## config.mk

```make
export PLATFORM = sky130hd
export DESIGN_NAME = hecc_chunk_engine
export DESIGN_NICKNAME = d
export VERILOG_FILES = /design/src/rtl/hecc_pkg.sv /design/src/rtl/hecc_accum.sv /design/src/rtl/hecc_serial.sv /design/src/rtl/hecc_classify.sv /design/src/rtl/hecc_fix.sv /design/src/rtl/hecc_chunk_engine.sv
export SDC_FILE = /design/constraint.sdc
export NUM_CORES = 1
export LEC_CHECK = 0
export CORE_UTILIZATION = 49
export DETAILED_ROUTE_END_ITERATION = 16
export GPL_TIMING_DRIVEN = 0
export HOLD_SLACK_MARGIN = 0.02
export PLACE_DENSITY = 0.81
export SLEW_MARGIN = 20
export SYNTH_ARGS = -nofsm -noshare
export SYNTH_HDL_FRONTEND = slang
export SYNTH_SLANG_ARGS = --single-unit
```

## constraint.sdc

```tcl
create_clock -name clk -period 6.9 [get_ports clk]
set_input_delay 0.69 -clock clk [delete_from_list [all_inputs] [get_ports clk]]
set_output_delay 0.69 -clock clk [all_outputs]
set_load 0.01 [all_outputs]
```

## src/rtl/hecc_pkg.sv

```systemverilog
package hecc_pkg;
  localparam int RAW_W      = 32;
  localparam int RAW_HI_LSB = 16;
  localparam int BYTE_W     = 8;

  typedef enum logic [1:0] {
    CLS_CLEAN = 2'd0,
    CLS_DATA  = 2'd1,
    CLS_CODE  = 2'd2,
    CLS_BAD   = 2'd3
  } chk_class_e;

  typedef enum logic [1:0] {
    FX_IDLE = 2'd0,
    FX_READ = 2'd1,
    FX_WAIT = 2'd2
  } fix_state_e;
endpackage

```

## src/rtl/hecc_accum.sv

```systemverilog
module hecc_accum
  import hecc_pkg::*;
#(
  parameter int CHUNK_BYTES = 512,
  parameter int IDX_W       = 9,
  localparam int POS_W      = IDX_W + 3,
  localparam int CODE_W     = 2 * POS_W
) (
  input  logic              clk,
  input  logic              rst,
  input  logic              start,
  input  logic              in_valid,
  input  logic [BYTE_W-1:0] in_data,
  output logic              in_ready,
  output logic              done,
  output logic              last_take,
  output logic [CODE_W-1:0] code
);
  localparam logic [IDX_W-1:0] LAST_IDX = IDX_W'(CHUNK_BYTES - 1);

  logic [RAW_W-1:0] raw_q, raw_d;
  logic [IDX_W-1:0] cnt_q;
  logic             done_q;
  logic             take;
  logic [POS_W-1:0] pos;

  assign take      = in_valid && !done_q;
  assign last_take = take && (cnt_q == LAST_IDX);

  // fold the position of every set bit of this byte into both halves
  always_comb begin
    raw_d = raw_q;
    pos   = '0;
    for (int b = 0; b < BYTE_W; b++) begin
      pos = {cnt_q, 3'(b)};
      if (in_data[b]) begin
        raw_d[RAW_HI_LSB +: POS_W] = raw_d[RAW_HI_LSB +: POS_W] ^ pos;
        raw_d[0 +: POS_W]          = raw_d[0 +: POS_W] ^ ~pos;
      end
    end
  end

  always_ff @(posedge clk) begin
    if (rst || start) begin
      raw_q  <= '0;
      cnt_q  <= '0;
      done_q <= 1'b0;
    end else if (take) begin
      raw_q <= raw_d;
      if (cnt_q == LAST_IDX) begin
        cnt_q  <= '0;
        done_q <= 1'b1;
      end else begin
        cnt_q <= cnt_q + 1'b1;
      end
    end
  end

  assign in_ready = !done_q;
  assign done     = done_q;
  assign code     = ~{raw_q[RAW_HI_LSB +: POS_W], raw_q[0 +: POS_W]};
endmodule

```

## src/rtl/hecc_serial.sv

```systemverilog
module hecc_serial
  import hecc_pkg::*;
#(
  parameter int CODE_W  = 24,
  localparam int NBYTES = (CODE_W + BYTE_W - 1) / BYTE_W,
  localparam int CNT_W  = (NBYTES > 1) ? $clog2(NBYTES) : 1
) (
  input  logic              clk,
  input  logic              rst,
  input  logic              start,
  input  logic              kick,
  input  logic [CODE_W-1:0] code,
  output logic              bvalid,
  output logic [BYTE_W-1:0] bdata
);
  localparam logic [CNT_W-1:0] LAST_B = CNT_W'(NBYTES - 1);

  logic                     run_q;
  logic [CNT_W-1:0]         idx_q;
  logic [NBYTES*BYTE_W-1:0] padded;

  assign padded = {{(NBYTES*BYTE_W-CODE_W){1'b1}}, code};

  always_ff @(posedge clk) begin
    if (rst || start) begin
      run_q  <= 1'b0;
      idx_q  <= '0;
      bvalid <= 1'b0;
      bdata  <= '0;
    end else if (kick) begin
      run_q  <= 1'b1;
      idx_q  <= '0;
      bvalid <= 1'b0;
    end else if (run_q) begin
      bvalid <= 1'b1;
      bdata  <= padded[idx_q*BYTE_W +: BYTE_W];
      if (idx_q == LAST_B) begin
        run_q <= 1'b0;
      end else begin
        idx_q <= idx_q + 1'b1;
      end
    end else begin
      bvalid <= 1'b0;
    end
  end
endmodule

```

## src/rtl/hecc_classify.sv

```systemverilog
module hecc_classify
  import hecc_pkg::*;
#(
  parameter int CHUNK_BYTES = 512,
  parameter int IDX_W       = 9,
  localparam int POS_W      = IDX_W + 3,
  localparam int CODE_W     = 2 * POS_W
) (
  input  logic [CODE_W-1:0] stored,
  input  logic [CODE_W-1:0] calc,
  output chk_class_e        cls,
  output logic [IDX_W-1:0]  err_byte,
  output logic [2:0]        err_bit
);
  logic [CODE_W-1:0] diff;
  logic [POS_W-1:0]  hi, lo;
  logic              mirrored, in_range;

  assign diff     = stored ^ calc;
  assign hi       = diff[CODE_W-1:POS_W];
  assign lo       = diff[POS_W-1:0];
  assign mirrored = &(hi ^ lo);
  assign in_range = (32'(hi[POS_W-1:3]) < 32'(CHUNK_BYTES));

  always_comb begin
    cls      = CLS_BAD;
    err_byte = '0;
    err_bit  = '0;
    if (diff == '0) begin
      cls = CLS_CLEAN;
    end else if (mirrored) begin
      if (in_range) begin
        cls      = CLS_DATA;
        err_byte = hi[POS_W-1:3];
        err_bit  = hi[2:0];
      end
    end else if ($onehot(diff)) begin
      cls = CLS_CODE;
    end
  end
endmodule

```

## src/rtl/hecc_fix.sv

```systemverilog
module hecc_fix
  import hecc_pkg::*;
#(
  parameter int IDX_W = 9
) (
  input  logic              clk,
  input  logic              rst,
  input  logic              go,
  input  logic [IDX_W-1:0]  go_byte,
  input  logic [2:0]        go_bit,
  output logic              idle,
  output logic              rd_en,
  output logic [IDX_W-1:0]  rd_addr,
  input  logic [BYTE_W-1:0] rd_data,
  output logic              wr_en,
  output logic [IDX_W-1:0]  wr_addr,
  output logic [BYTE_W-1:0] wr_data
);
  fix_state_e state_q;
  logic [2:0] bit_q;

  always_ff @(posedge clk) begin
    if (rst) begin
      state_q <= FX_IDLE;
      bit_q   <= '0;
      rd_en   <= 1'b0;
      rd_addr <= '0;
      wr_en   <= 1'b0;
      wr_addr <= '0;
      wr_data <= '0;
    end else begin
      rd_en <= 1'b0;
      wr_en <= 1'b0;
      case (state_q)
        FX_IDLE: if (go) begin
          rd_en   <= 1'b1;
          rd_addr <= go_byte;
          bit_q   <= go_bit;
          state_q <= FX_READ;
        end
        FX_READ: state_q <= FX_WAIT;
        FX_WAIT: begin
          wr_en   <= 1'b1;
          wr_addr <= rd_addr;
          wr_data <= rd_data ^ (BYTE_W'(1) << bit_q);
          state_q <= FX_IDLE;
        end
        default: state_q <= FX_IDLE;
      endcase
    end
  end

  assign idle = (state_q == FX_IDLE);
endmodule

```

## src/rtl/hecc_chunk_engine.sv

```systemverilog
module hecc_chunk_engine
  import hecc_pkg::*;
#(
  parameter int CHUNK_BYTES = 512,
  parameter int IDX_W       = 9,
  localparam int POS_W      = IDX_W + 3,
  localparam int CODE_W     = 2 * POS_W
) (
  input  logic              clk,
  input  logic              rst,
  input  logic              start,
  input  logic              in_valid,
  input  logic [7:0]        in_data,
  output logic              in_ready,
  output logic              done,
  output logic [CODE_W-1:0] code_out,
  output logic              code_bvalid,
  output logic [7:0]        code_byte,
  input  logic              chk_valid,
  output logic              chk_ready,
  input  logic [CODE_W-1:0] chk_stored,
  input  logic [CODE_W-1:0] chk_calc,
  output logic              res_valid,
  output logic [1:0]        res_class,
  output logic [IDX_W-1:0]  res_byte,
  output logic [2:0]        res_bit,
  output logic              buf_rd_en,
  output logic [IDX_W-1:0]  buf_rd_addr,
  input  logic [7:0]        buf_rd_data,
  output logic              buf_wr_en,
  output logic [IDX_W-1:0]  buf_wr_addr,
  output logic [7:0]        buf_wr_data
);
  logic             last_take;
  logic             fire, fix_idle;
  chk_class_e       cls_d;
  logic [IDX_W-1:0] byte_d;
  logic [2:0]       bit_d;

  hecc_accum #(.CHUNK_BYTES(CHUNK_BYTES), .IDX_W(IDX_W)) u_accum (
    .clk(clk), .rst(rst), .start(start),
    .in_valid(in_valid), .in_data(in_data), .in_ready(in_ready),
    .done(done), .last_take(last_take), .code(code_out)
  );

  hecc_serial #(.CODE_W(CODE_W)) u_serial (
    .clk(clk), .rst(rst), .start(start), .kick(last_take),
    .code(code_out), .bvalid(code_bvalid), .bdata(code_byte)
  );

  hecc_classify #(.CHUNK_BYTES(CHUNK_BYTES), .IDX_W(IDX_W)) u_classify (
    .stored(chk_stored), .calc(chk_calc),
    .cls(cls_d), .err_byte(byte_d), .err_bit(bit_d)
  );

  assign chk_ready = fix_idle;
  assign fire      = chk_valid && fix_idle;

  always_ff @(posedge clk) begin
    if (rst) begin
      res_valid <= 1'b0;
      res_class <= '0;
      res_byte  <= '0;
      res_bit   <= '0;
    end else begin
      res_valid <= fire;
      if (fire) begin
        res_class <= cls_d;
        res_byte  <= byte_d;
        res_bit   <= bit_d;
      end
    end
  end

  hecc_fix #(.IDX_W(IDX_W)) u_fix (
    .clk(clk), .rst(rst),
    .go(fire && (cls_d == CLS_DATA)), .go_byte(byte_d), .go_bit(bit_d),
    .idle(fix_idle),
    .rd_en(buf_rd_en), .rd_addr(buf_rd_addr), .rd_data(buf_rd_data),
    .wr_en(buf_wr_en), .wr_addr(buf_wr_addr), .wr_data(buf_wr_data)
  );
endmodule

```

==> metrics <==
area of the multi-input gates 3097 um2; status finished clean; most frequent cells in the layout clkdlybuf4s50_1 (146), inv_1 (105), dfxtp_1 (94); Max IR drop VDD 0.3691 mV; final clock skew 10.55 ps; Core ar. 10890 um2; Max clock buf depth 2; clk root buf clkbuf_8; Area Growth Syn to Fin 33.27%; Sequential Area 1882 um2; period utilization 81.18%; Final setup viols 0; clk sinks 94; vias in the first global route 4683; final setup TNS 0 ps; Placed Cells 915; clock share of power 19.6%; crit start category input pin; max-cap viol count 0; synth unique cells 39; Internal 1.155 mW; Pwr Total 1.879 mW; critical path type in -> reg; Crit Path Max Fanout 4; minimum clock period after layout 5601 ps; Worst Hold Slack 463.4 ps; Tot GR Track Use 24.58%; Post-DP HPWL 11050 um; Detailed Route Iter0 Violations 248; clk slew on worst S/H paths 100 ps; ANT cells 0; routability-driven placement congestion ratio 0.8975; f_max 178.5 MHz; cell area after placement 7146 um2; Net Count, Synth 750; Most common cell on crit path fa_1; largest net degree at the start of global routing 17; Hold WC Path Type reg -> reg; Synth Cell Area 5509 um2; Crit path required time 7150 ps; Die Wd 108.0 um; TritonRoute pass-1 iters 4; DP Worst Slack 896.6 ps; LEAKAGE 2.756 nW; share of cells above drive strength 1 7.459%; TritonCTS clock tree yes; first-pass GRT wire length 22200 um; post-CTS sizing 0; fin util 67.43%; antenna violations before repair 0; worst setup slack after layout 1299 ps; Slew headroom 55.48%; drt drc 0; worst-margin pin slew 663.0 ps; Initial Utilization 50.60%; Final Instance Area 7342 um2; global route total overflow 0; unrepaired setup endpoints after global routing no; Reg power frac 29.8%; EDFF count, synth 0; Gate power share 50.5%; commonest non-fill, non-tap cell in the layout clkdlybuf4s50_1; H-tree depth 3; DR vias 4885; post-route ant nets 0; CP max-delay cell fa_1; fill cell count 848; Final Hold Fails 0; CP Capture Type register; Slew Limit Fails 0; I/O Buffers 146; Finished Layout Cells 931; Power Density 255.9 nW/um2; Async SR Flop Fraction 0%; Die Height 108.0 um; die area 11670 um2; Worst path max stage delay 540 ps; Yosys warning total 0; Main synth FF type dfxtp_1; Net Sw Frac 38.51%; Critical Path AT 5850 ps; syn avg cell area 8.758 um2; DRT Wirelength 13850 um; I/O pin cnt 148; Gate Count Post-Synth 629; post-CTS setup buffers 0; fin nets 907; DR WL/cell 14.87 um; CTS Hold Buffers Added 0; via/cell ratio 5.247; cts bufs inserted 9; FP Rows 38; P_sw 0.7235 mW; Clk Latency, worst-skew pair 370 ps; Seq/Total Area, Yosys 34.16%; Yosys reg bits 94; CP cell instances clkdlybuf4s50_1, xnor2_1, inv_1, ha_1, fa_1, inv_1, fa_1, fa_1, fa_1, inv_1, fa_1, ha_1, fa_1, xnor2_1, nand3_1, a31oi_1, a31oi_1
==> worst max-delay path: cells and delay by family <==
kind | cells | cell delay [ps]
AO/OA/AOI/OAI | 2 | 450
XOR/XNOR | 2 | 550
buffers and inverters | 4 | 610
adder cells (fa/ha/maj) | 8 | 3440
AND/OR/NAND/NOR | 1 | 100
==> layout make-up <==
cell class	instances	share of cell area (%)
buffer	29	1.858
clock buffer	10	1.738
clock inverter	6	0.9373
inverter	105	5.368
multi-input combinational	401	42.18
sequential	94	25.63
tap	140	2.386
timing repair buffer	146	19.90
==> power by group through the flow <==
stage / logic [mW] / registers (mW) / clock network [mW]
2_1_floorplan: 0.722 / 0.573 / 0
3_3_place_gp: 0.907 / 0.573 / 0
3_5_place_dp: 0.948 / 0.573 / 0
4_1_cts: 0.956 / 0.560 / 0.377
5_1_grt: 1.11 / 0.562 / 0.398
6_report: 0.949 / 0.561 / 0.369
==> path summary, 6_finish.rpt <==
check / startpoint / to / slack, ps / cells past startpoint
worst max register to register: u_accum.cnt_q[1]$_SDFFE_PP0P_ / u_accum.cnt_q[2]$_SDFFE_PP0P_ / 4950 / 8
worst max-delay path: chk_calc[2] / res_class[0]$_SDFFE_PP0P_ / 1300 / 17
worst min-delay path: res_byte[3]$_SDFFE_PP0P_ / res_byte[3]$_SDFFE_PP0P_ / 460 / 2
worst min register to register: res_byte[3]$_SDFFE_PP0P_ / res_byte[3]$_SDFFE_PP0P_ / 460 / 2
==> state kept, by name, summed over array words and instances (netlist names), 3 cells and up <==
| register | cells |
|---|---|
| u_accum.raw_q | 24 |
| res_byte | 9 |
| u_accum.cnt_q | 9 |
| u_fix.rd_addr | 9 |
| u_fix.wr_addr | 9 |
| u_fix.wr_data | 8 |
| u_serial.bdata | 8 |
| res_bit | 3 |
| u_fix.bit_q | 3 |
==> cell usage after synthesis (12+ instances only) <==
library cell,n,area share [%]
ha_1,33,7.5
a21oi_1,49,4.5
nor3_1,13,1.2
nor2_1,47,3.2
clkbuf_1,21,1.4
o31ai_1,19,2.6
o22ai_2,12,2.7
o21ai_0,13,1.2
inv_1,105,7.2
fa_1,19,6.9
dfxtp_1,94,34
nand2_1,44,3.0
xnor2_1,48,7.6
nand4_1,25,2.8
xnor2_2,14,4.1
==> metal layers <==
metal / up-vias / track usage, % / routed length, um
li1: 2364 / - / -
met1: 2312 / 31.06 / 5740
met2: 178 / 41.36 / 6916
met3: 31 / 4.039 / 783
met4: 0 / 10.47 / 407
met5: - / 0 / 0
==> cells by family after synthesis <==
logic type | after synthesis | synth area share [%]
buffers and inverters | 134 | 9.630
DFF | 94 | 34.16
adders and majority gates | 52 | 14.40
muxes | 2 | 0.3634
xor gates and xnor gates | 67 | 12.70
AOI/OAI and AO/OA | 121 | 14.81
and+or+nand+nor | 159 | 13.95
(Power assumes the default switching activity.)
